<file path="src/rtl/exc_pkg.sv">
package exc_pkg;

    localparam int REG_W   = 32;
    localparam int NUM_EVT = 12;

    // register bit numbers (bit 0 is the most significant position)
    localparam int EV_REMAP  = 0;
    localparam int EV_HS0    = 1;
    localparam int EV_HS1    = 2;
    localparam int EV_STATUS = 3;
    localparam int EV_DATA   = 4;
    localparam int EV_ADR0   = 5;
    localparam int EV_ADR1   = 6;
    localparam int EV_UE_HI  = 8;
    localparam int EV_CE_HI  = 9;
    localparam int EV_UE_LO  = 10;
    localparam int EV_CE_LO  = 11;

    function automatic logic [REG_W-1:0] msb_bit(input int k);
        return {{(REG_W-1){1'b0}}, 1'b1} << (REG_W - 1 - k);
    endfunction

    function automatic logic [REG_W-1:0] range_bits(input int lo, input int hi, input int step);
        logic [REG_W-1:0] v;
        v = '0;
        for (int k = lo; k <= hi; k += step) begin
            v |= msb_bit(k);
        end
        return v;
    endfunction

    localparam logic [REG_W-1:0] CPU_BITS   = range_bits(EV_REMAP, EV_ADR1, 1);
    localparam logic [REG_W-1:0] UE_BITS    = range_bits(EV_UE_HI, EV_UE_LO, 2);
    localparam logic [REG_W-1:0] CE_BITS    = range_bits(EV_CE_HI, EV_CE_LO, 2);
    localparam logic [REG_W-1:0] VALID_BITS = CPU_BITS | UE_BITS | CE_BITS;
    localparam logic [REG_W-1:0] MASK_RST   = VALID_BITS;

endpackage

</file>
<file path="src/rtl/exc_capture.sv">
module exc_capture
    import exc_pkg::*;
#(
    parameter int W = REG_W,
    parameter int N = NUM_EVT
) (
    input  logic         clk,
    input  logic         rst_n,
    input  logic [N-1:0] evt_i,
    input  logic [W-1:0] mask_i,
    input  logic         clr_i,
    output logic [W-1:0] stat_o
);

    typedef struct packed {
        logic [W-1:0] stat;
    } cap_t;

    cap_t cap_d, cap_q;
    logic [W-1:0] evt_pos;
    logic [W-1:0] hit;

    // place event k at MSB-first position k
    genvar g;
    generate
        for (g = 0; g < N; g++) begin : g_map
            assign evt_pos[W-1-g] = evt_i[g];
        end
        if (W > N) begin : g_pad
            assign evt_pos[W-N-1:0] = '0;
        end
    endgenerate

    assign hit = evt_pos & mask_i & VALID_BITS;

    always_comb begin
        cap_d = cap_q;
        if (clr_i) begin
            cap_d.stat = '0;
        end
        cap_d.stat = cap_d.stat | hit;
    end

    always_ff @(posedge clk or negedge rst_n) begin
        if (!rst_n) begin
            cap_q <= '0;
        end else begin
            cap_q <= cap_d;
        end
    end

    assign stat_o = cap_q.stat;


    sticky_chk: assert property (@(posedge clk) disable iff (!rst_n)
        !clr_i |=> ((cap_q.stat & $past(cap_q.stat)) == $past(cap_q.stat)));


    no_lost_evt_chk: assert property (@(posedge clk) disable iff (!rst_n)
        (hit != '0) |=> ((cap_q.stat & $past(hit)) == $past(hit)));


    masked_off_chk: assert property (@(posedge clk) disable iff (!rst_n)
        clr_i && (hit == '0) |=> (cap_q.stat == '0));

endmodule

</file>
<file path="src/rtl/exc_mask_reg.sv">
module exc_mask_reg
    import exc_pkg::*;
#(
    parameter int W = REG_W
) (
    input  logic         clk,
    input  logic         rst_n,
    input  logic         wr_i,
    input  logic [W-1:0] wdata_i,
    output logic [W-1:0] mask_o
);

    typedef struct packed {
        logic [W-1:0] mask;
    } msk_t;

    msk_t msk_d, msk_q;

    always_comb begin
        msk_d = msk_q;
        if (wr_i) begin
            msk_d.mask = wdata_i & VALID_BITS;
        end
    end

    always_ff @(posedge clk or negedge rst_n) begin
        if (!rst_n) begin
            msk_q.mask <= MASK_RST;
        end else begin
            msk_q <= msk_d;
        end
    end

    assign mask_o = msk_q.mask;


    mask_hold_chk: assert property (@(posedge clk) disable iff (!rst_n)
        !wr_i |=> $stable(msk_q.mask));

endmodule

</file>
<file path="src/rtl/exc_summary.sv">
module exc_summary
    import exc_pkg::*;
#(
    parameter int W = REG_W
) (
    input  logic         clk,
    input  logic         rst_n,
    input  logic [W-1:0] stat_i,
    input  logic [W-1:0] mask_i,
    output logic         irq_o,
    output logic         cpu_o,
    output logic         ue_o,
    output logic         ce_o
);

    typedef struct packed {
        logic irq;
        logic cpu;
        logic ue;
        logic ce;
    } sum_t;

    sum_t sum_d, sum_q;

    always_comb begin
        sum_d     = sum_q;
        sum_d.irq = |(stat_i & mask_i);
        sum_d.cpu = |(stat_i & CPU_BITS);
        sum_d.ue  = |(stat_i & UE_BITS);
        sum_d.ce  = |(stat_i & CE_BITS);
    end

    always_ff @(posedge clk or negedge rst_n) begin
        if (!rst_n) begin
            sum_q <= '0;
        end else begin
            sum_q <= sum_d;
        end
    end

    assign irq_o = sum_q.irq;
    assign cpu_o = sum_q.cpu;
    assign ue_o  = sum_q.ue;
    assign ce_o  = sum_q.ce;


    irq_cause_chk: assert property (@(posedge clk) disable iff (!rst_n)
        $rose(sum_q.irq) |-> ($past(stat_i & mask_i) != '0));

endmodule

</file>
<file path="src/rtl/exc_status_regs.sv">
module exc_status_regs
    import exc_pkg::*;
#(
    parameter int                ADDR_W    = 4,
    parameter logic [ADDR_W-1:0] STAT_ADDR = 'h0,
    parameter logic [ADDR_W-1:0] MASK_ADDR = 'h4
) (
    input  logic               clk,
    input  logic               rst_n,
    input  logic               req_i,
    input  logic               we_i,
    input  logic [ADDR_W-1:0]  addr_i,
    input  logic [REG_W-1:0]   wdata_i,
    input  logic [NUM_EVT-1:0] evt_i,
    output logic [REG_W-1:0]   rdata_o,
    output logic               irq_o,
    output logic               cpu_fault_o,
    output logic               ue_fault_o,
    output logic               ce_fault_o
);

    typedef struct packed {
        logic [REG_W-1:0] rdata;
    } rd_t;

    rd_t rd_d, rd_q;

    logic             sel_stat, sel_mask;
    logic             rd_stat, wr_mask;
    logic [REG_W-1:0] stat_w, mask_w;

    assign sel_stat = (addr_i == STAT_ADDR);
    assign sel_mask = (addr_i == MASK_ADDR);
    assign rd_stat  = req_i && !we_i && sel_stat;
    assign wr_mask  = req_i && we_i && sel_mask;

    exc_capture #(.W(REG_W), .N(NUM_EVT)) u_cap (
        .clk    (clk),
        .rst_n  (rst_n),
        .evt_i  (evt_i),
        .mask_i (mask_w),
        .clr_i  (rd_stat),
        .stat_o (stat_w)
    );

    exc_mask_reg #(.W(REG_W)) u_mask (
        .clk     (clk),
        .rst_n   (rst_n),
        .wr_i    (wr_mask),
        .wdata_i (wdata_i),
        .mask_o  (mask_w)
    );

    exc_summary #(.W(REG_W)) u_sum (
        .clk    (clk),
        .rst_n  (rst_n),
        .stat_i (stat_w),
        .mask_i (mask_w),
        .irq_o  (irq_o),
        .cpu_o  (cpu_fault_o),
        .ue_o   (ue_fault_o),
        .ce_o   (ce_fault_o)
    );

    always_comb begin
        rd_d = rd_q;
        if (req_i && !we_i) begin
            if (sel_stat) begin
                rd_d.rdata = stat_w;
            end else if (sel_mask) begin
                rd_d.rdata = mask_w;
            end else begin
                rd_d.rdata = '0;
            end
        end
    end

    always_ff @(posedge clk or negedge rst_n) begin
        if (!rst_n) begin
            rd_q <= '0;
        end else begin
            rd_q <= rd_d;
        end
    end

    assign rdata_o = rd_q.rdata;


    stat_read_chk: assert property (@(posedge clk) disable iff (!rst_n)
        rd_stat |=> (rdata_o == $past(stat_w)));


    group_fall_chk: assert property (@(posedge clk) disable iff (!rst_n)
        $fell(cpu_fault_o) |-> $past(rd_stat, 2));

endmodule

</file>
<file path="config.mk">
export PLATFORM = sky130hd
export DESIGN_NAME = exc_status_regs
export DESIGN_NICKNAME = d
export VERILOG_FILES = /design/src/rtl/exc_pkg.sv /design/src/rtl/exc_capture.sv /design/src/rtl/exc_mask_reg.sv /design/src/rtl/exc_summary.sv /design/src/rtl/exc_status_regs.sv
export SDC_FILE = /design/constraint.sdc
export NUM_CORES = 1
export LEC_CHECK = 0
export BUFFER_PORTS_ARGS = -buffer_cell sky130_fd_sc_hd__buf_2
export CORE_MARGIN = 4
export CORE_UTILIZATION = 45
export CTS_CLUSTER_DIAMETER = 30
export DETAILED_ROUTE_END_ITERATION = 8
export GPL_ROUTABILITY_DRIVEN = 0
export HOLD_SLACK_MARGIN = 0.03
export PLACE_DENSITY = 0.85
export SYNTH_ARGS = -nofsm -noshare
export SYNTH_HDL_FRONTEND = slang
export SYNTH_SLANG_ARGS = --single-unit
</file>
<file path="constraint.sdc">
create_clock -name clk -period 1.25 [get_ports clk]
set_input_delay 0.0625 -clock clk [delete_from_list [all_inputs] [get_ports clk]]
set_output_delay 0.0625 -clock clk [all_outputs]
set_load 0.02 [all_outputs]
</file>
; ---- Word-level counts from Yosys, hierarchy flattened
; Cells that the tools add are included.
[totals]
register_bits = 79
inputBits = 52
out_inout_bits = 36
wordCells = 24
[classes]
n_eq_ne = 1
mux = 3
bitwise = 3
reduce_logical = 10
[ops]
columns = operator, count
row1 = two-way mux 32 bit, 3
row2 = bitwise AND 32 bit, 2
row3 = OR 32 bit, 1
row4 = OR reduction 32 bit, 1
row5 = OR reduction 7 bit, 1
row6 = "== test 4 x 3 -> 1 bit, second input constant", 1
row7 = logical AND 1 bit, 4
row8 = logical NOT 4 bit, 1
row9 = OR reduction 2 bit, 2
row10 = logical NOT 1 bit, 1

; ---- Longest topological paths before layout
; Gate-level depths: netlist of run 1.
[depth]
ltp_word = 5
mapped_depth = 4
depth_no_buf = 4

; ---- Modules after synthesis
; A second synthesis of run 1 with hierarchy kept.
[hier_totals]
cells_unflattened = 290
hier_area_um2 = 3290.7
[modules_own_cells]
columns = module, instances, cells_per_inst, area_per_inst_um2, seq_area_each_um2
row1 = exc_status_regs, 1, 148, 1754.2, 800.8
row2 = exc_capture, 1, 67, 623.1, 275.3
row3 = exc_mask_reg, 1, 45, 623.1, 289.0
row4 = exc_summary, 1, 30, 290.3, 100.1

; ---- Worst setup path after synthesis of run 1
; Ideal clock, no wire load.
[synth_path]
kind = input port to flip-flop
startpoint = in addr_i[3]
endpoint = reg u_cap.cap_q, in the netlist u_cap.stat_o[20]
setup_time_ns = 0.121
t_arrival_ns = 1.118
required_time_ns = 1.129
slack_ns = 0.011
cell_stages = 4
n_path_buf = 1
cell_sequence = or3_4 > or3_4 > buf_6 > a22o_1
[synth_lines]
columns = element, line
row1 = "start, declared", exc_status_regs.sv:12  ; input logic [ADDR_W-1:0] addr_i,
row2 = "end signal, assigned", exc_capture.sv:48  ; cap_q <= cap_d;
row3 = "end, declared", exc_capture.sv:19  ; cap_t cap_d, cap_q;

==> summary.txt, run 1 <==
Worst hold path
  – Hold Path Class: in2reg
  – Hold_sp: wdata_i[20]
  – Hold depth: 2
  – Hold EP: u_mask.mask_o[20]$_DFFE_PN1P_

Logic synthesis
  – Netlist cell types: 24
  – Largest cells by area after synthesis: dfrtp_1, dfstp_2, buf_4
  – Top cells by count, synth: dfrtp_1, buf_4, nand2_1
  – #FFs+latches synth: 37
  – Number of synthesized flops with an enable pin: 0
  – Share of the synthesized area in the top cell type: 38.1%
  – Register area share after synthesis: 55.0%
  – Ys flop type: dfrtp_1
  – Largest area contributor in the netlist: dfrtp_1
  – Mapped cell area: 0.00171 mm^2
  – Yosys Warn Count: 0
  – Async S/R FF share, synth: 100%
  – Mapped Cells: 137
  – Syn_area_per_cell: 12.5 um^2
  – Top-count cell post-synth: dfrtp_1

Global routing
  – Number of global-route vias before repair: 1265
  – Global-route wire length before repair: 5810 um
  – Largest net degree at the start of global routing: 38
  – Initial antenna violation count: 0
  – Total GRT Usage: 14.9%
  – Total grt overflow: 0

Finish
  – Final net count: 262
  – Share of cells above drive strength 1: 40.8%
  – Area Overhead vs Synth: 33.3%
  – Final Cell Area: 0.00228 mm^2
  – Fill cell count: 301
  – ANT cells: 0
  – Final Non-Filler Cells: 259

Clock network
  – Clock latency on the worst-skew pair: 0.28 ns
  – Sink Count: 37
  – CTS clk-pin slew, worst paths: 0.07 ns
  – CTS tree: done
  – H-tree Lvls: 2
  – TritonCTS buffer count: 5
  – Root buffer cell: clkbuf_8
  – Maximum clock insertion buffer count: 2

Job
  – # Max-Cap Violations: 0

Place
  – DP Cell Count: 229
  – Place WS: -0.100 ns
  – # port buffers: 44
  – DP Wirelength: 2550 um
  – Placed inst area: 0.00194 mm^2

Floorplanning
  – Core Region: 0.00366 mm^2
  – Initial Utilization: 46.7%
  – Die height: 69.6 um
  – Die area: 0.00484 mm^2
  – Cell Rows: 22
  – Die X: 69.6 um
  – Ports: 88

Timing
  – Worst clock skew: 0.00547 ns
  – Setup TNS: 0 ns
  – Final setup vio count: 0
  – WHS: 0.0317 ns
  – Fin worst setup slack: 0.0462 ns
  – Fmax: 831 MHz
  – Min cycle time layout: 1.20 ns
  – Final period util: 96.3%
  – Max-slew violations: 0
  – Final hold vios: 0

Setup path
  – CP Data Arrival Time: 1.35 ns
  – Reg-to-Reg End: u_sum.irq_o$_DFF_PN0_
  – CP Max Fanout: 2
  – WS Path Type: reg2reg
  – R2R setup slack: 0.05 ns
  – Setup crit start kind: register
  – CP Launch Point: u_cap.stat_o[25]$_DFF_PN0_
  – CP Capture Type: register
  – Worst R2R Path Depth: 4
  – CP Data Required Time: 1.40 ns
  – RR Startpoint: u_cap.stat_o[25]$_DFF_PN0_

Drt
  – Post-detailed-route count of antenna-violating nets: 0
  – Iteration-0 DRC Markers: 75
  – Drt via density: 4.92
  – Routed WL per cell: 13.7 um
  – DR pass1 iterations: 5
  – Routed wire length: 3540 um
  – DRC errors left: 0
  – DR vias: 1273

Pwr
  – Power per Cell Area: 1420 mW/mm^2
  – Leak pwr: 1.10 nW
  – Peak VDD IR: 0.851 mV

Status
  – Status: finished clean
==> registers in the layout, indices dropped and copies added, names as in the netlist <==
signal         count
u_sum.ue_o         1
u_cap.stat_o      11
u_sum.ce_o         1
rdata_o           11
u_sum.cpu_o        1
u_mask.mask_o     11
u_sum.irq_o        1
==> per-layer routing <==
| metal | share of wire, % | GRT usage, % | vias up |
|---|---|---|---|
| li1 | - | - | 599 |
| met1 | 42 | 18.8 | 626 |
| met2 | 50 | 25.2 | 44 |
| met3 | 6.8 | 3.77 | 4 |
| met4 | 0.93 | 4.56 | 0 |
| met5 | 0 | 0 | - |
==> power breakdown <==
part / total [mW] / internal (mW) / switching [mW]
clock: 1.04 / 0.650 / 0.388
sequential: 1.57 / 1.42 / 0.158
combinational: 0.613 / 0.316 / 0.296
total: 3.22 / 2.38 / 0.842
==> kinds of logic (layout without fill, tap and decap cells) <==
kind of cell,Yosys count,in the layout,synth area share (%)
compound gates,27,27,13.0
buf+inv,27,81,11.3
flops,37,37,55.0
mux,22,22,13.7
other cells,1,21,0.220
simple gates,23,23,6.81
==> worst max-delay path by stage <==
stage                                       to  slack (ns)
finish                   u_sum.irq_o$_DFF_PN0_        0.05
global route             u_sum.irq_o$_DFF_PN0_      -0.008
CTS                      u_sum.irq_o$_DFF_PN0_        0.05
detailed placement  u_cap.stat_o[28]$_DFF_PN0_       -0.10
global placement    u_cap.stat_o[23]$_DFF_PN0_       -0.06
floorplan           u_cap.stat_o[20]$_DFF_PN0_        0.01
==> what timing repair did <==
item	4_1_cts	5_1_grt
setup endpoints to repair	1	1
gates resized for setup	1	0
buffers inserted	0	1
pin swaps	1	1
endpoints found under the hold margin	56	1
hold buffers	20	1
==> worst max-delay path, cell delays in order (launching register included) <==
cell	delay, ns
dfrtp_1	0.39
a22o_1	0.25
a221oi_2	0.18
and3_1	0.19
nand2_1	0.07
==> per-stage QoR <==
stage               util [%]  total power [mW]
floorplan                  -              1.96
global placement        52.9              2.11
detailed placement      52.9              2.13
CTS                     61.7              3.23
global route            62.2              3.37
finish                  62.2              3.22
==> cells in the final DEF (no fill, tap or decap), drive strengths merged <==
master,instances
a221oi,1
a222oi,1
a22o,12
a22oi,2
and3,1
buf,52
bufinv,1
clkbuf,7
conb,21
dfrtp,26
dfstp,11
dlygate4sd3,21
mux2,11
mux2i,11
nand2,13
nand2b,1
nand3,1
nor2,1
nor3,1
nor4,1
o31ai,11
or2,2
or3,2
==> area by class of cell <==
class                           count  area, um^2  area share [%]
Clock buffer                        7        86.3            3.79
Clock inverter                      1        30.0            1.32
Multi-Input combinational cell     93         657            28.9
Sequential cell                    37         940            41.3
Tap cell                           48        60.1            2.64
Timing Repair Buffer               73         503            22.1
Note: power is estimated with default switching activity, not from simulation.
==> run 2, diff against run 1 <==
Settings changed: PLACE_DENSITY 0.85 to unset, PLACE_DENSITY_LB_ADDON set to 0.2.
==> run 2 against run 1 <==
Compared with the run above: utilization down 0.44 points; global-route usage rose by 1.1 points; cell count rose by 0.39%.
==> summary.txt, run 2 (synthesized netlist as in run 1, its figures left out) <==
Drt
  – DR vias: 1258 (was 1273)
  – Iteration-0 DRC Markers: 67 (was 75)
  – Post-detailed-route count of antenna-violating nets: 0 (unchanged)
  – Drt via density: 4.84 (was 4.92)
  – Routed WL per cell: 14.0 um (was 13.7 um)
  – DR pass1 iterations: 4 (was 5)
  – DRC errors left: 0 (unchanged)
  – Routed wire length: 3640 um (was 3540 um)

Global routing
  – GRT busiest layer: met2 (unchanged)
  – Initial antenna violation count: 0 (unchanged)
  – Total GRT Usage: 16.1% (was 14.9%)
  – Number of global-route vias before repair: 1265 (unchanged)
  – Global-route wire length before repair: 6070 um (was 5810 um)
  – Grt met3 use: 5.80% (was 3.77%)
  – Routing usage on met2: 25.8% (was 25.2%)
  – Total grt overflow: 0 (unchanged)
  – Largest net degree at the start of global routing: 23 (was 38)
  – Met1 usage: 20.1% (was 18.8%)

Floorplanning
  – Die height: 69.6 um (unchanged)
  – Cell Rows: 22 (unchanged)
  – Die area: 0.00484 mm^2 (unchanged)
  – Die X: 69.6 um (unchanged)
  – Initial Utilization: 46.7% (unchanged)
  – Ports: 88 (unchanged)
  – Core Region: 0.00366 mm^2 (unchanged)

Worst hold path
  – Hold depth: 2 (unchanged)
  – Hold EP: u_cap.stat_o[30]$_DFF_PN0_ (was u_mask.mask_o[20]$_DFFE_PN1P_)
  – Hold Path Class: in2reg (unchanged)
  – Hold_sp: evt_i[1] (was wdata_i[20])

Place
  – # port buffers: 44 (unchanged)
  – DP Wirelength: 2640 um (was 2550 um)
  – Place WS: -0.119 ns (was -0.100 ns)
  – Placed inst area: 0.00194 mm^2 (about the same)
  – DP Cell Count: 230 (was 229)

Setup path
  – Worst R2R Path Depth: 4 (unchanged)
  – R2R setup slack: 0.07 ns (was 0.05 ns)
  – Setup crit start kind: register (unchanged)
  – CP Max Fanout: 4 (was 2)
  – RR Startpoint: u_mask.mask_o[25]$_DFFE_PN1P_ (was u_cap.stat_o[25]$_DFF_PN0_)
  – CP Data Required Time: 1.40 ns (about the same)
  – CP Data Arrival Time: 1.34 ns (was 1.35 ns)
  – WS Path Type: reg2reg (unchanged)
  – CP max-delay cell: dfstp_2 (was dfrtp_1)
  – Critical Path, Cell by Cell: a22o_1 > a221oi_2 > and3_1 > nand2_1 (unchanged)
  – Crit path largest cell delay: 0.38 ns (was 0.39 ns)
  – Reg-to-Reg End: u_sum.irq_o$_DFF_PN0_ (unchanged)
  – CP Capture Type: register (unchanged)

Finish
  – ANT cells: 0 (unchanged)
  – Commonest cells after routing, fill and taps aside: buf_2, dfrtp_1, dlygate4sd3_1, conb_1, nand2_1 (was buf_2, dfrtp_1, conb_1, dlygate4sd3_1, nand2_1)
  – Share of cells above drive strength 1: 40.1% (was 40.8%)
  – Final Cell Area: 0.00226 mm^2 (was 0.00228 mm^2)
  – Most common cell after layout, fill and taps aside: buf_2 (unchanged)
  – Area Overhead vs Synth: 32.3% (was 33.3%)
  – Final Non-Filler Cells: 260 (was 259)
  – Final net count: 263 (was 262)

Timing
  – Final hold vios: 0 (unchanged)
  – Min cycle time layout: 1.18 ns (was 1.20 ns)
  – RSZ-0062 raised after global routing: true
  – Worst clock skew: 0.00853 ns (was 0.00547 ns)
  – WHS: 0.0578 ns (was 0.0317 ns)
  – Final setup vio count: 0 (unchanged)
  – Max-slew violations: 0 (unchanged)
  – Fmax: 845 MHz (was 831 MHz)
  – Final period util: 94.7% (was 96.3%)
  – Fin worst setup slack: 0.0667 ns (was 0.0462 ns)

Clock network
  – Setup Buffers After CTS: 0 (unchanged)
  – Clock latency on the worst-skew pair: 0.28 ns (about the same)
  – CTS tree: done (unchanged)
  – Root buffer cell: clkbuf_8 (unchanged)
  – Maximum clock insertion buffer count: 2 (unchanged)
  – Sink Count: 37 (unchanged)
  – TritonCTS buffer count: 5 (unchanged)
  – H-tree Lvls: 2 (unchanged)
  – CTS clk-pin slew, worst paths: 0.07 ns (about the same)

Pwr
  – Peak VDD IR: 0.906 mV (was 0.851 mV)
  – P_sw: 842 uW (about the same)
  – Logic pwr share: 20.2% (was 19.0%)
  – Internal power: 2.18 mW (was 2.38 mW)
  – Register share of total power: 52.2% (was 48.8%)
  – Sw Ratio: 27.9% (was 26.1%)
  – Tot Pwr: 3.02 mW (was 3.22 mW)
  – Clock power frac: 27.6% (was 32.2%)
  – Leak pwr: 1.09 nW (was 1.10 nW)
  – Power per Cell Area: 1340 mW/mm^2 (was 1420 mW/mm^2)

Status
  – Status: finished clean (unchanged)

Job
  – # Max-Cap Violations: 0 (unchanged)
## run 2: metrics by stage
step / TNS (ns) / utilization (%)
2_1_floorplan: 0 / -
6_report: 0 / 61.7
4_1_cts: 0 / 61.7
3_3_place_gp: -1.71 / 53.1
5_1_grt: -0.0417 / 61.7
3_5_place_dp: -1.92 / 53.1
## run 2: metal layers
| layer | part of all wire, % | vias to the layer above |
|---|---|---|
| li1 | - | 603 |
| met1 | 41 | 602 |
| met2 | 50 | 48 |
| met3 | 6.9 | 5 |
| met4 | 1.5 | 0 |
| met5 | 0 | - |
## run 2: how the worst max path moves through the flow
stage,slack (ns),startpoint,end
2_1_floorplan,0.01,addr_i[3],u_cap.stat_o[20]$_DFF_PN0_
3_3_place_gp,-0.11,addr_i[3],u_mask.mask_o[26]$_DFFE_PN1P_
3_5_place_dp,-0.12,addr_i[3],u_mask.mask_o[25]$_DFFE_PN1P_
4_1_cts,0.06,u_cap.stat_o[25]$_DFF_PN0_,u_sum.irq_o$_DFF_PN0_
5_1_grt,-0.04,u_mask.mask_o[25]$_DFFE_PN1P_,u_sum.irq_o$_DFF_PN0_
6_report,0.07,u_mask.mask_o[25]$_DFFE_PN1P_,u_sum.irq_o$_DFF_PN0_
## run 2: what timing repair did
action | in CTS | in global routing
hold endpoints to repair | 36 | 0
cloned | 0 | 0
resized for setup | 1 | 0
setup endpoints to repair | 1 | 1
pin swaps | 0 | 2
hold buffers | 22 | 0
## run 2: worst max-delay path: cells and delay by family, from the launching register on
family             cells  cell delay, ns
AOI/OAI and AO/OA      2            0.43
DFF                    1            0.38
and+or+nand+nor        2            0.25
## run 2: area by class of cell
cell class,count,area [um^2]
multi-input cells,93,657
well taps,48,60.1
flip-flops and latches,37,940
clock buffers,8,90.1
repair buffers,74,513
fillers,308,1400
## run 2: power groups by stage
| stage | logic (mW) | registers (mW) | clock network [mW] |
|---|---|---|---|
| floorplan | 0.368 | 1.59 | 0 |
| global placement | 0.537 | 1.58 | 0 |
| detailed placement | 0.550 | 1.59 | 0 |
| CTS | 0.610 | 1.57 | 0.853 |
| global route | 0.668 | 1.60 | 0.917 |
| finish | 0.611 | 1.58 | 0.834 |
